`config.mk`:
```
export PLATFORM = sky130hd
export DESIGN_NAME = keyguard_top
export DESIGN_NICKNAME = d
export VERILOG_FILES = /design/src/rtl/keyguard_pkg.sv /design/src/rtl/keyguard_keycheck.sv /design/src/rtl/keyguard_regfile.sv /design/src/rtl/keyguard_sequencer.sv /design/src/rtl/keyguard_top.sv
export SDC_FILE = /design/constraint.sdc
export NUM_CORES = 1
export LEC_CHECK = 0
export ABC_CLOCK_PERIOD_IN_PS = 3300
export BUFFER_PORTS_ARGS = -buffer_cell sky130_fd_sc_hd__buf_2
export CAP_MARGIN = 30
export CORE_ASPECT_RATIO = 1.5
export CORE_MARGIN = 8
export CORE_UTILIZATION = 45
export CTS_CLUSTER_DIAMETER = 120
export DETAILED_ROUTE_END_ITERATION = 10
export GPL_TIMING_DRIVEN = 0
export MAX_ROUTING_LAYER = met4
export PLACE_DENSITY = 0.69
export SLEW_MARGIN = 20
export SYNTH_ARGS = -nofsm -noshare
export SYNTH_HDL_FRONTEND = slang
export SYNTH_SLANG_ARGS = --single-unit
```
`constraint.sdc`:
```
create_clock -name clk -period 3.3 [get_ports clk]
set_input_delay 0.66 -clock clk [delete_from_list [all_inputs] [get_ports clk]]
set_output_delay 0.66 -clock clk [all_outputs]
set_load 0.01 [all_outputs]
```
`src/rtl/keyguard_pkg.sv`:
```
package keyguard_pkg;

    localparam int WORD_W   = 16;
    localparam int BYTE_W   = 8;
    localparam logic [BYTE_W-1:0] WRITE_KEY = 8'hA5;
    localparam logic [BYTE_W-1:0] READ_TAG  = 8'h96;

    typedef enum logic [1:0] {
        SEQ_PULSE = 2'd0,
        SEQ_RUN   = 2'd1,
        SEQ_HOLD  = 2'd2
    } seq_state_e;

    // packed: acc_viol is bit 2, key_viol bit 1, por_seen bit 0
    typedef struct packed {
        logic acc_viol;
        logic key_viol;
        logic por_seen;
    } status_t;

    typedef struct packed {
        logic              key_viol;
        logic              acc_viol;
    } viol_t;

    function automatic logic key_matches(input logic [BYTE_W-1:0] upper);
        return upper == WRITE_KEY;
    endfunction

    function automatic logic [WORD_W-1:0] tag_word(input logic [BYTE_W-1:0] val);
        return {READ_TAG, val};
    endfunction

endpackage

```
`src/rtl/keyguard_keycheck.sv`:
```
module keyguard_keycheck
    import keyguard_pkg::*;
#(
    parameter int NUM_REGS = 4,
    parameter int ADDR_W   = 3
) (
    input  logic                wr_en,
    input  logic [ADDR_W-1:0]   wr_addr,
    input  logic [WORD_W-1:0]   wr_data,
    input  logic                fl_wr,
    input  logic                prog_en,
    input  logic                run,
    output logic [NUM_REGS-1:0] wr_sel,
    output logic [BYTE_W-1:0]   wr_byte,
    output viol_t               viol
);

    logic in_bank;
    logic key_good;

    assign in_bank  = ({1'b0, wr_addr} < (ADDR_W + 1)'(NUM_REGS));
    assign key_good = key_matches(wr_data[WORD_W-1:BYTE_W]);
    assign wr_byte  = wr_data[BYTE_W-1:0];

    for (genvar g = 0; g < NUM_REGS; g++) begin : g_sel
        assign wr_sel[g] = wr_en && run && key_good && (wr_addr == ADDR_W'(g));
    end

    always_comb begin
        viol.key_viol = wr_en && run && in_bank && !key_good;
        viol.acc_viol = fl_wr && run && !prog_en;
    end

endmodule

```
`src/rtl/keyguard_regfile.sv`:
```
module keyguard_regfile
    import keyguard_pkg::*;
#(
    parameter int NUM_REGS    = 4,
    parameter int ADDR_W      = 3,
    parameter int PROG_EN_BIT = 0
) (
    input  logic                           clk,
    input  logic                           por,
    input  logic [NUM_REGS-1:0]            wr_sel,
    input  logic [BYTE_W-1:0]              wr_byte,
    input  logic [ADDR_W-1:0]              rd_addr,
    input  status_t                        status,
    output logic [WORD_W-1:0]              rd_data,
    output logic [NUM_REGS-1:0][BYTE_W-1:0] reg_q,
    output logic                           prog_en
);

    localparam logic [ADDR_W-1:0] STATUS_ADDR = ADDR_W'(NUM_REGS);

    for (genvar g = 0; g < NUM_REGS; g++) begin : g_reg
        always_ff @(posedge clk) begin
            if (por) begin
                reg_q[g] <= '0;
            end else if (wr_sel[g]) begin
                reg_q[g] <= wr_byte;
            end
        end
    end

    assign prog_en = reg_q[0][PROG_EN_BIT];

    always_comb begin
        rd_data = '0;
        for (int i = 0; i < NUM_REGS; i++) begin
            if (rd_addr == ADDR_W'(i)) begin
                rd_data = tag_word(reg_q[i]);
            end
        end
        if (rd_addr == STATUS_ADDR) begin
            rd_data = {{(WORD_W - $bits(status_t)){1'b0}}, status};
        end
    end

endmodule

```
`src/rtl/keyguard_sequencer.sv`:
```
module keyguard_sequencer
    import keyguard_pkg::*;
#(
    parameter int PUC_CYCLES = 4
) (
    input  logic    clk,
    input  logic    por,
    input  logic    viol_clear,
    input  viol_t   viol,
    output logic    run,
    output logic    puc,
    output status_t status
);

    localparam int CNT_W = (PUC_CYCLES > 1) ? $clog2(PUC_CYCLES) : 1;
    localparam logic [CNT_W-1:0] LAST = CNT_W'(PUC_CYCLES - 1);

    seq_state_e state_q;
    logic [CNT_W-1:0] cnt_q;

    always_ff @(posedge clk) begin
        if (por) begin
            state_q <= SEQ_PULSE;
            cnt_q   <= '0;
        end else begin
            case (state_q)
                SEQ_PULSE: begin
                    if (cnt_q == LAST) begin
                        state_q <= SEQ_RUN;
                    end
                    cnt_q <= cnt_q + 1'b1;
                end
                SEQ_RUN: begin
                    if (viol.key_viol) begin
                        state_q <= SEQ_HOLD;
                    end
                end
                SEQ_HOLD: begin
                    if (viol_clear) begin
                        state_q <= SEQ_RUN;
                    end
                end
                default: state_q <= SEQ_PULSE;
            endcase
        end
    end

    always_ff @(posedge clk) begin
        if (por) begin
            status.por_seen <= 1'b1;
            status.key_viol <= 1'b0;
            status.acc_viol <= 1'b0;
        end else begin
            if (viol_clear) begin
                status.por_seen <= 1'b0;
            end
            if (viol.key_viol) begin
                status.key_viol <= 1'b1;
            end else if (viol_clear) begin
                status.key_viol <= 1'b0;
            end
            if (viol.acc_viol) begin
                status.acc_viol <= 1'b1;
            end else if (viol_clear) begin
                status.acc_viol <= 1'b0;
            end
        end
    end

    assign run = (state_q == SEQ_RUN);
    assign puc = !run;

endmodule

```
`src/rtl/keyguard_top.sv`:
```
module keyguard_top
    import keyguard_pkg::*;
#(
    parameter int NUM_REGS    = 4,
    parameter int ADDR_W      = 3,
    parameter int PUC_CYCLES  = 4,
    parameter int PROG_EN_BIT = 0
) (
    input  logic              clk,
    input  logic              por,
    input  logic              viol_clear,
    input  logic              wr_en,
    input  logic [ADDR_W-1:0] wr_addr,
    input  logic [15:0]       wr_data,
    input  logic [ADDR_W-1:0] rd_addr,
    output logic [15:0]       rd_data,
    input  logic              fl_wr,
    output logic              puc,
    output logic              stat_por,
    output logic              stat_keyv,
    output logic              stat_accv
);

    logic [NUM_REGS-1:0]             wr_sel;
    logic [BYTE_W-1:0]               wr_byte;
    logic [NUM_REGS-1:0][BYTE_W-1:0] reg_q;
    logic                            prog_en;
    logic                            run;
    viol_t                           viol;
    status_t                         status;

    keyguard_keycheck #(
        .NUM_REGS (NUM_REGS),
        .ADDR_W   (ADDR_W)
    ) i_keycheck (
        .wr_en   (wr_en),
        .wr_addr (wr_addr),
        .wr_data (wr_data),
        .fl_wr   (fl_wr),
        .prog_en (prog_en),
        .run     (run),
        .wr_sel  (wr_sel),
        .wr_byte (wr_byte),
        .viol    (viol)
    );

    keyguard_regfile #(
        .NUM_REGS    (NUM_REGS),
        .ADDR_W      (ADDR_W),
        .PROG_EN_BIT (PROG_EN_BIT)
    ) i_regfile (
        .clk     (clk),
        .por     (por),
        .wr_sel  (wr_sel),
        .wr_byte (wr_byte),
        .rd_addr (rd_addr),
        .status  (status),
        .rd_data (rd_data),
        .reg_q   (reg_q),
        .prog_en (prog_en)
    );

    keyguard_sequencer #(
        .PUC_CYCLES (PUC_CYCLES)
    ) i_sequencer (
        .clk        (clk),
        .por        (por),
        .viol_clear (viol_clear),
        .viol       (viol),
        .run        (run),
        .puc        (puc),
        .status     (status)
    );

    assign stat_por  = status.por_seen;
    assign stat_keyv = status.key_viol;
    assign stat_accv = status.acc_viol;

endmodule

```
==> impl_metrics.json, run 1 <==
{
  "outcome": "completed",
  "area_delta_synth_final_pct": 20.3,
  "cts_hold_buf": 0,
  "fin_skew_ns": 0.00781,
  "clkTransAtPathRegs_ns": 0.08,
  "crit_fanout": 10,
  "overflow": 0,
  "cts.path.max_buffers": 2,
  "core_um2": 4430,
  "wire_per_inst_um": 15.5,
  "cts-resized-gates": 0,
  "final_max_slew_viol_count": 0,
  "stdcell_area_um2": 2420,
  "nNetsFinal": 268,
  "diodes": 0,
  "synthCells": 189,
  "io_buffers": 41,
  "synth_top_flop_cell": "dfxtp_1",
  "synth-compound-area-share_pct": 5.84,
  "yosys.area_share.simple_pct": 24.7,
  "fp.dieArea_um2": 6910,
  "rows": 30,
  "cts_tree": "done",
  "area.sequential_um2": 781,
  "async_reset_ff_share_pct": 0,
  "die_h_um": 97.9,
  "pin_count": 47,
  "insertion_delay_ns": 0.30,
  "power_w": 0.00109,
  "fin_crit_sh_pct": 76.6,
  "cts_buffers": 5,
  "drc": 0,
  "critPathLaunchType": "input port",
  "yosys_warnings": 0,
  "worstPathArrival_ns": 1.87,
  "grt_util_all_layers_pct": 14.0,
  "synth_cell_types": 31,
  "synthAdderAreaFrac_pct": 0.622,
  "vias": 1469,
  "antenna_found_initial": 0,
  "avgSynthCellArea_um2": 10.7,
  "htree_levels": 2,
  "synth_mux_area_share_pct": 23.5,
  "fill_cells": 414,
  "cts_sinks": 39,
  "setup_viol": 0,
  "critPathRequiredTime_ns": 2.64,
  "drive_above_1_share_pct": 30.3,
  "dp_hpwl_mm": 3.32,
  "setup_tns_ns": 0,
  "antenna_left": 0,
  "via_per_inst": 5.08,
  "rsz0062_at_grt": "no",
  "ys_seq_area_share_pct": 38.8,
  "dr.pass1.iters": 5,
  "postLayoutCoreUtil_pct": 54.7,
  "grt_pass1_vias": 1559,
  "grt_pass1_wl_mm": 7.48,
  "grt_max_degree": 13,
  "critical_path_class": "in2out",
  "ys_ff_latch": 39,
  "initial_utilization_pct": 45.5,
  "worst_setup_path_end_kind": "output pin",
  "synth_edf_count": 0,
  "pwr_density_cell_nw_per_um2": 451,
  "synth_top_family_by_area": "simple AND/OR/NAND/NOR gates",
  "drt_iter0_drc": 66,
  "p_leak_nw": 1.25,
  "post_cts_buffers": 0,
  "min_period_ns": 2.53,
  "synth-xor-area-share_pct": 0.435,
  "place_area_um2": 2290,
  "multi_input_area_um2": 1120,
  "die_x_um": 70.6,
  "peakVddDrop_mv": 0.348,
  "syn_area_um2": 2010,
  "hold_ws_ns": 0.478,
  "cts_root_buf": "clkbuf_8",
  "hold_violations": 0,
  "hold_path_class": "reg2reg",
  "globalplace.congestion": 0.713,
  "drv_cap": 0,
  "timing.fmax_mhz": 396,
  "routed_wl_mm": 4.48
}
[cell usage after synthesis (2+ instances only)]
library cell	count	share of area, %
inv_1	3	0.56
buf_4	9	3.4
nand2_1	2	0.37
nand4_4	4	4.2
o22ai_1	3	0.93
nand2b_1	40	12
a21oi_1	4	0.99
mux2i_1	36	18
dfxtp_1	39	39
nor2_1	5	0.93
clkbuf_1	5	0.93
a22oi_1	3	1.1
buf_2	2	0.50
a21o_1	2	0.75
and4bb_2	2	1.2
mux4_2	5	5.6
nor2b_1	3	0.93
and2_1	7	2.2
a2bb2oi_1	3	1.3
[worst paths after layout]
check | from | end | slack [ns] | cells past startpoint
max | rd_addr[1] | rd_data[5] | 0.77 | 5
min reg2reg | i_regfile.reg_q[31]$_SDFFE_PP0P_ | i_regfile.reg_q[31]$_SDFFE_PP0P_ | 0.48 | 2
max reg2reg | i_sequencer.state_q[1]$_SDFFE_PP0P_ | i_regfile.reg_q[8]$_SDFFE_PP0P_ | 1.92 | 4
min | i_regfile.reg_q[31]$_SDFFE_PP0P_ | i_regfile.reg_q[31]$_SDFFE_PP0P_ | 0.48 | 2
[logic make-up (layout without fill, tap and decap cells)]
family / after synthesis / after routing
DFF: 39 / 39
adders and majority gates: 1 / 1
other: 1 / 4
xor gates and xnor gates: 1 / 1
muxes: 41 / 41
and+or+nand+nor: 69 / 69
buffers and inverters: 20 / 69
AOI/OAI and AO/OA: 17 / 17
[sequential cells by signal, summed over array words and instances (netlist names)]
name and cells:
i_regfile.reg_q 31, i_sequencer.status 3, i_sequencer.cnt_q 2, i_sequencer.state_q 2
i_regfile.prog_en 1
[critical path: stages]
cell and delay, ns:
buf_2 0.10, buf_2 0.27, mux4_2 0.52, and2_1 0.17
buf_2 0.13
[stage by stage]
stage | setup slack [ns] | instances
6_report | 0.773 | 289
5_1_grt | 0.712 | 289
4_1_cts | 0.778 | 289
3_5_place_dp | 0.779 | 281
3_3_place_gp | 0.790 | 281
2_1_floorplan | 1.11 | 192
[layout by cell type (no fill, tap or decap), types with 2 or more instances in the layout]
master	count
buf_2	43
nand2b_1	40
dfxtp_1	39
mux2i_1	36
buf_4	9
and2_1	7
clkbuf_1	6
mux4_2	5
nor2_1	5
clkbuf_8	5
nand4_4	4
a21oi_1	4
conb_1	4
inv_1	3
nor2b_1	3
a22oi_1	3
a2bb2oi_1	3
o22ai_1	3
and4bb_2	2
a21o_1	2
nand2_1	2
bufinv_16	2
[layer usage]
layer	global-route usage (%)	part of all wire, %	wire [um]	vias to the layer above
met5	-	0	0	-
met2	25.0	52	2330	35
li1	-	-	-	741
met4	4.83	1.7	74	0
met3	4.62	5.5	245	7
met1	13.9	41	1830	686
[cell type report]
type	count	share of cell area (%)
clock inverters	2	2.48
multi-input cells	133	46.4
flip-flops and latches	39	32.2
inverters	3	0.465
repair buffers	41	8.47
well taps	48	2.48
plain buffers	17	4.44
clock buffers	6	3.00
[power by group]
part / internal, W / leakage, nW / switching [W] / total (W)
logic: 0.0000617 / 0.867 / 0.0000603 / 0.000122
registers: 0.000485 / 0.315 / 0.0000114 / 0.000496
clock network: 0.000302 / 0.0654 / 0.000172 / 0.000474
total: 0.000848 / 1.25 / 0.000244 / 0.00109
(Power assumes the default switching activity.)
==> inputs of run 2 (changes only) <==
Settings changed: ABC_CLOCK_PERIOD_IN_PS 3300 to 2300, PLACE_DENSITY 0.69 to 0.71.
Clock period 3.3 ns to 2.3 ns, I/O delays scaled along.
==> run 2 against run 1 <==
Compared with the run above: combinational power increased by 44%; first-iteration DRC count unchanged; wire length decreased by 2.0%; via count up 0.75%; sequential power is 44% higher; sequential cell count is the same; design area shrank 2.1%.
==> impl_metrics.json, run 2 (same netlist as run 1, synthesis figures left out) <==
{
  "grt_max_degree": 12,
  "drv_cap": 0,
  "critical_path_class": "in2out",
  "p_leak_nw": 1.22,
  "largest_registers": "i_regfile.reg_q (31), i_sequencer.status (3)",
  "dr.pass1.iters": 4,
  "vias": 1480,
  "routed_wl_mm": 4.39,
  "cts_tree": "done",
  "use_met1_pct": 13.1,
  "min-delay-start": "i_regfile.reg_q[17]$_SDFFE_PP0P_",
  "cts_hold_buf": 0,
  "drc": 0,
  "grt_util_all_layers_pct": 13.9,
  "nNetsFinal": 268,
  "largest_reg_flops": 31,
  "grt.busiest_layer": "met2",
  "layout_commonest_cell": "buf_2",
  "grt_pass1_wl_mm": 7.36,
  "crit_start": "rd_addr[1]",
  "post_cts_buffers": 0,
  "drt_iter0_drc": 66,
  "hold_violations": 0,
  "final.setup.worst_slack_ns": 0.192,
  "fp.dieArea_um2": 6910,
  "htree_levels": 2,
  "critPathLaunchType": "input port",
  "cts_root_buf": "clkbuf_8",
  "dp_hpwl_mm": 3.35,
  "postLayoutCoreUtil_pct": 53.5,
  "top_register": "i_regfile.reg_q",
  "area_delta_synth_final_pct": 17.8,
  "gr-usage-met3_pct": 5.23,
  "fin_skew_ns": 0.00805,
  "fill_cells": 429,
  "min_period_ns": 2.11,
  "worstPathArrival_ns": 1.65,
  "power_w": 0.00133,
  "outcome": "completed",
  "wire_per_inst_um": 15.2,
  "multi_input_area_um2": 1120,
  "via_per_inst": 5.12,
  "die_x_um": 70.6,
  "final_cell_mix": "43 x buf_2, 40 x nand2b_1, 39 x dfxtp_1",
  "hold_path_class": "reg2reg",
  "worst_setup_path_end_kind": "output pin",
  "cts-resized-gates": 0,
  "overflow": 0,
  "cts.path.max_buffers": 2,
  "core_um2": 4430,
  "pwr_density_cell_nw_per_um2": 559,
  "grt_pass1_vias": 1588,
  "rsz0062_at_grt": "no",
  "drive_above_1_share_pct": 29.9,
  "setup_tns_ns": 0,
  "hold_ws_ns": 0.478,
  "fin_crit_sh_pct": 91.6,
  "diodes": 0,
  "antenna_found_initial": 0,
  "antenna_left": 0,
  "preCtsSetupSlack_ns": 0.181,
  "pin_count": 47,
  "peakVddDrop_mv": 0.506,
  "reg2reg_from": "i_sequencer.state_q[0]$_SDFFE_PP0P_",
  "critPathRequiredTime_ns": 1.84,
  "insertion_delay_ns": 0.29,
  "cts_buffers": 5,
  "timing.fmax_mhz": 474,
  "rows": 30,
  "setup_viol": 0,
  "die_h_um": 97.9,
  "final_max_slew_viol_count": 0,
  "use_met2_pct": 24.2,
  "cts_sinks": 39,
  "clkTransAtPathRegs_ns": 0.07,
  "io_buffers": 41,
  "initial_utilization_pct": 45.5,
  "area.sequential_um2": 781,
  "globalplace.congestion": 0.721,
  "crit_fanout": 10
}
## run 2: layout make-up
| class | count | area share [%] |
|---|---|---|
| clock buffer | 7 | 3.22 |
| buffer | 17 | 4.54 |
| clock inverter | 1 | 0.211 |
| timing repair buffer | 41 | 8.65 |
| inverter | 3 | 0.475 |
| multi-input combinational | 133 | 47.4 |
| sequential | 39 | 32.9 |
| tap | 48 | 2.53 |
## run 2: per-layer routing
metal,share of wire (%),vias to the layer above
li1,-,753
met1,40,684
met2,52,37
met3,5.8,6
met4,1.8,0
met5,0,-
## run 2: report_power, final
part / internal [W] / switching (W) / total, W
sequential: 0.000696 / 0.0000170 / 0.000713
combinational: 0.0000888 / 0.0000870 / 0.000176
clock: 0.000213 / 0.000224 / 0.000437
total: 0.000997 / 0.000328 / 0.00133
## run 2: per-stage QoR
stage | cells | area, um2
floorplan | 192 | 2020
global placement | 281 | 2290
detailed placement | 281 | 2290
CTS | 289 | 2370
global route | 289 | 2370
finish | 289 | 2370
## run 2: critical path, cell delays in order
cell    delay (ns)
buf_2         0.10
buf_2         0.26
mux4_2        0.53
and2_1        0.16
buf_2         0.13
## run 2: worst paths after layout
check / to / slack, ns / depth (start not counted)
worst min-delay path: i_regfile.reg_q[17]$_SDFFE_PP0P_ / 0.48 / 2
worst max register to register: i_regfile.reg_q[2]$_SDFFE_PP0P_ / 0.93 / 4
worst min register to register: i_regfile.reg_q[17]$_SDFFE_PP0P_ / 0.48 / 2
worst max-delay path: rd_data[5] / 0.19 / 5
==> inputs of run 3 (changes only) <==
Settings changed: CORE_ASPECT_RATIO 1.5 to 0.5.
==> run 3 against run 2 <==
Compared with the run above: hold slack better by 0.0026 ns; clock skew up 0.0039 ns; non-clock buffer count unchanged; setup slack worse by 0.0073 ns; largest cell class unchanged; clock-buffer cell count down 1; critical path depth unchanged; combinational power about the same; critical path type unchanged; via count up 1.6%; die area up 1.2%; maximum frequency down 0.34%; sequential share of layout area down 0.21 points.
==> impl_metrics.json, run 3 (same netlist as run 1, synthesis figures left out) <==
{
  "pin_count": 47,
  "outcome": "completed",
  "insertion_delay_ns": 0.29,
  "cts_tree": "done",
  "drv_cap": 0,
  "setup_tns_ns": 0,
  "antenna_found_initial": 0,
  "peakVddDrop_mv": 0.298,
  "largest_registers": "i_regfile.reg_q (31), i_sequencer.status (3)",
  "antenna_left": 0,
  "fin_cells": 298,
  "grt_pass1_vias": 1605,
  "drc": 0,
  "die_x_um": 111,
  "hold_violations": 0,
  "fin_skew_ns": 0.0120,
  "routed_wl_mm": 4.54,
  "final_cell_mix": "43 x buf_2, 40 x nand2b_1, 39 x dfxtp_1",
  "cts_hold_buf": 0,
  "grt_pass1_wl_mm": 7.45,
  "die_h_um": 63.3,
  "worstPathArrival_ns": 1.65,
  "layout_commonest_cell": "buf_2",
  "rows": 17,
  "worst_setup_path_end_kind": "output pin",
  "globalplace.congestion": 0.745,
  "area_delta_synth_final_pct": 18.5,
  "htree_levels": 2,
  "dr.pass1.iters": 4,
  "critical_path_class": "in2out",
  "io_buffers": 41,
  "fin_crit_sh_pct": 91.9,
  "p_leak_nw": 1.22,
  "dp_hpwl_mm": 3.34,
  "post_cts_buffers": 0,
  "critPathRequiredTime_ns": 1.84,
  "wire_per_inst_um": 15.2,
  "place_area_um2": 2300,
  "largest_reg_flops": 31,
  "crit_fanout": 10,
  "via_per_inst": 5.04,
  "setup_viol": 0,
  "fp.dieArea_um2": 7000,
  "dp_cells": 290,
  "top_register": "i_regfile.reg_q",
  "min_period_ns": 2.11,
  "cts.path.max_buffers": 2,
  "cts_sinks": 39,
  "drt_iter0_drc": 46,
  "core_um2": 4360,
  "grt_max_degree": 13,
  "clkTransAtPathRegs_ns": 0.08,
  "diodes": 0,
  "cts_buffers": 5,
  "initial_utilization_pct": 46.2,
  "vias": 1503,
  "cts-resized-gates": 0,
  "nNetsFinal": 268,
  "final_max_slew_viol_count": 0,
  "pwr_density_cell_nw_per_um2": 560,
  "drive_above_1_share_pct": 30.3,
  "critPathLaunchType": "input port",
  "overflow": 0,
  "cts_root_buf": "clkbuf_8",
  "rsz0062_at_grt": "no",
  "stdcell_area_um2": 2390,
  "hold_path_class": "reg2reg",
  "timing.fmax_mhz": 473,
  "ff2ff_setup_slack_ns": 0.92,
  "grt_util_all_layers_pct": 13.2
}
-- run 3: cell types whose count changed in the layout (fill, tap and decap cells not counted), sizes merged --
cell	change
clkinvlp	+1
clkbuf	-1
-- run 3: cell type report --
type	count	area [um2]
Tap cell	57	71.3
Clock inverter	2	12.5
Sequential cell	39	781
Inverter	3	11.3
Timing Repair Buffer	41	205
Fill cell	401	1970
Clock buffer	6	72.6
Multi-Input combinational cell	133	1120
Buffer	17	108
-- run 3: per-stage QoR --
| stage | worst slack, ns | total power (W) | hold slack, ns | utilization (%) |
|---|---|---|---|---|
| final | 0.185 | 0.00134 | 0.480 | 54.7 |
| after global routing | 0.113 | 0.00140 | 0.505 | 54.7 |
| after CTS | 0.175 | 0.00135 | 0.481 | 54.7 |
| after detailed placement | 0.177 | 0.000906 | 0.467 | 52.8 |
| after global placement | 0.188 | 0.000900 | 0.458 | 52.8 |
| after floorplan | 0.506 | 0.000845 | 0.449 | - |
-- run 3: worst paths after layout --
kind | cells past startpoint | endpoint | start
worst min register to register | 2 | i_regfile.reg_q[7]$_SDFFE_PP0P_ | i_regfile.reg_q[7]$_SDFFE_PP0P_
worst max register to register | 4 | i_regfile.reg_q[13]$_SDFFE_PP0P_ | i_sequencer.state_q[0]$_SDFFE_PP0P_
worst max-delay path | 5 | rd_data[5] | rd_addr[1]
worst min-delay path | 2 | i_regfile.reg_q[7]$_SDFFE_PP0P_ | i_regfile.reg_q[7]$_SDFFE_PP0P_
-- run 3: power breakdown --
part / internal (W) / leakage, nW / total [W] / switching (W)
combinational: 0.0000882 / 0.867 / 0.000176 / 0.0000877
clock: 0.000212 / 0.0412 / 0.000446 / 0.000235
sequential: 0.000695 / 0.315 / 0.000714 / 0.0000184
-- run 3: routing by layer --
| layer | GRT usage (%) | wire length [um] | part of all wire, % | up-vias |
|---|---|---|---|---|
| met5 | - | 0 | 0 | - |
| met4 | 5.01 | 43 | 0.95 | 0 |
| met3 | 3.68 | 187 | 4.1 | 5 |
| met2 | 20.9 | 2100 | 46 | 36 |
| met1 | 15.7 | 2210 | 49 | 715 |
| li1 | - | - | - | 747 |
-- run 3: critical path: stages --
cell	delay (ns)
buf_2	0.10
buf_2	0.27
mux4_2	0.53
and2_1	0.16
buf_2	0.13
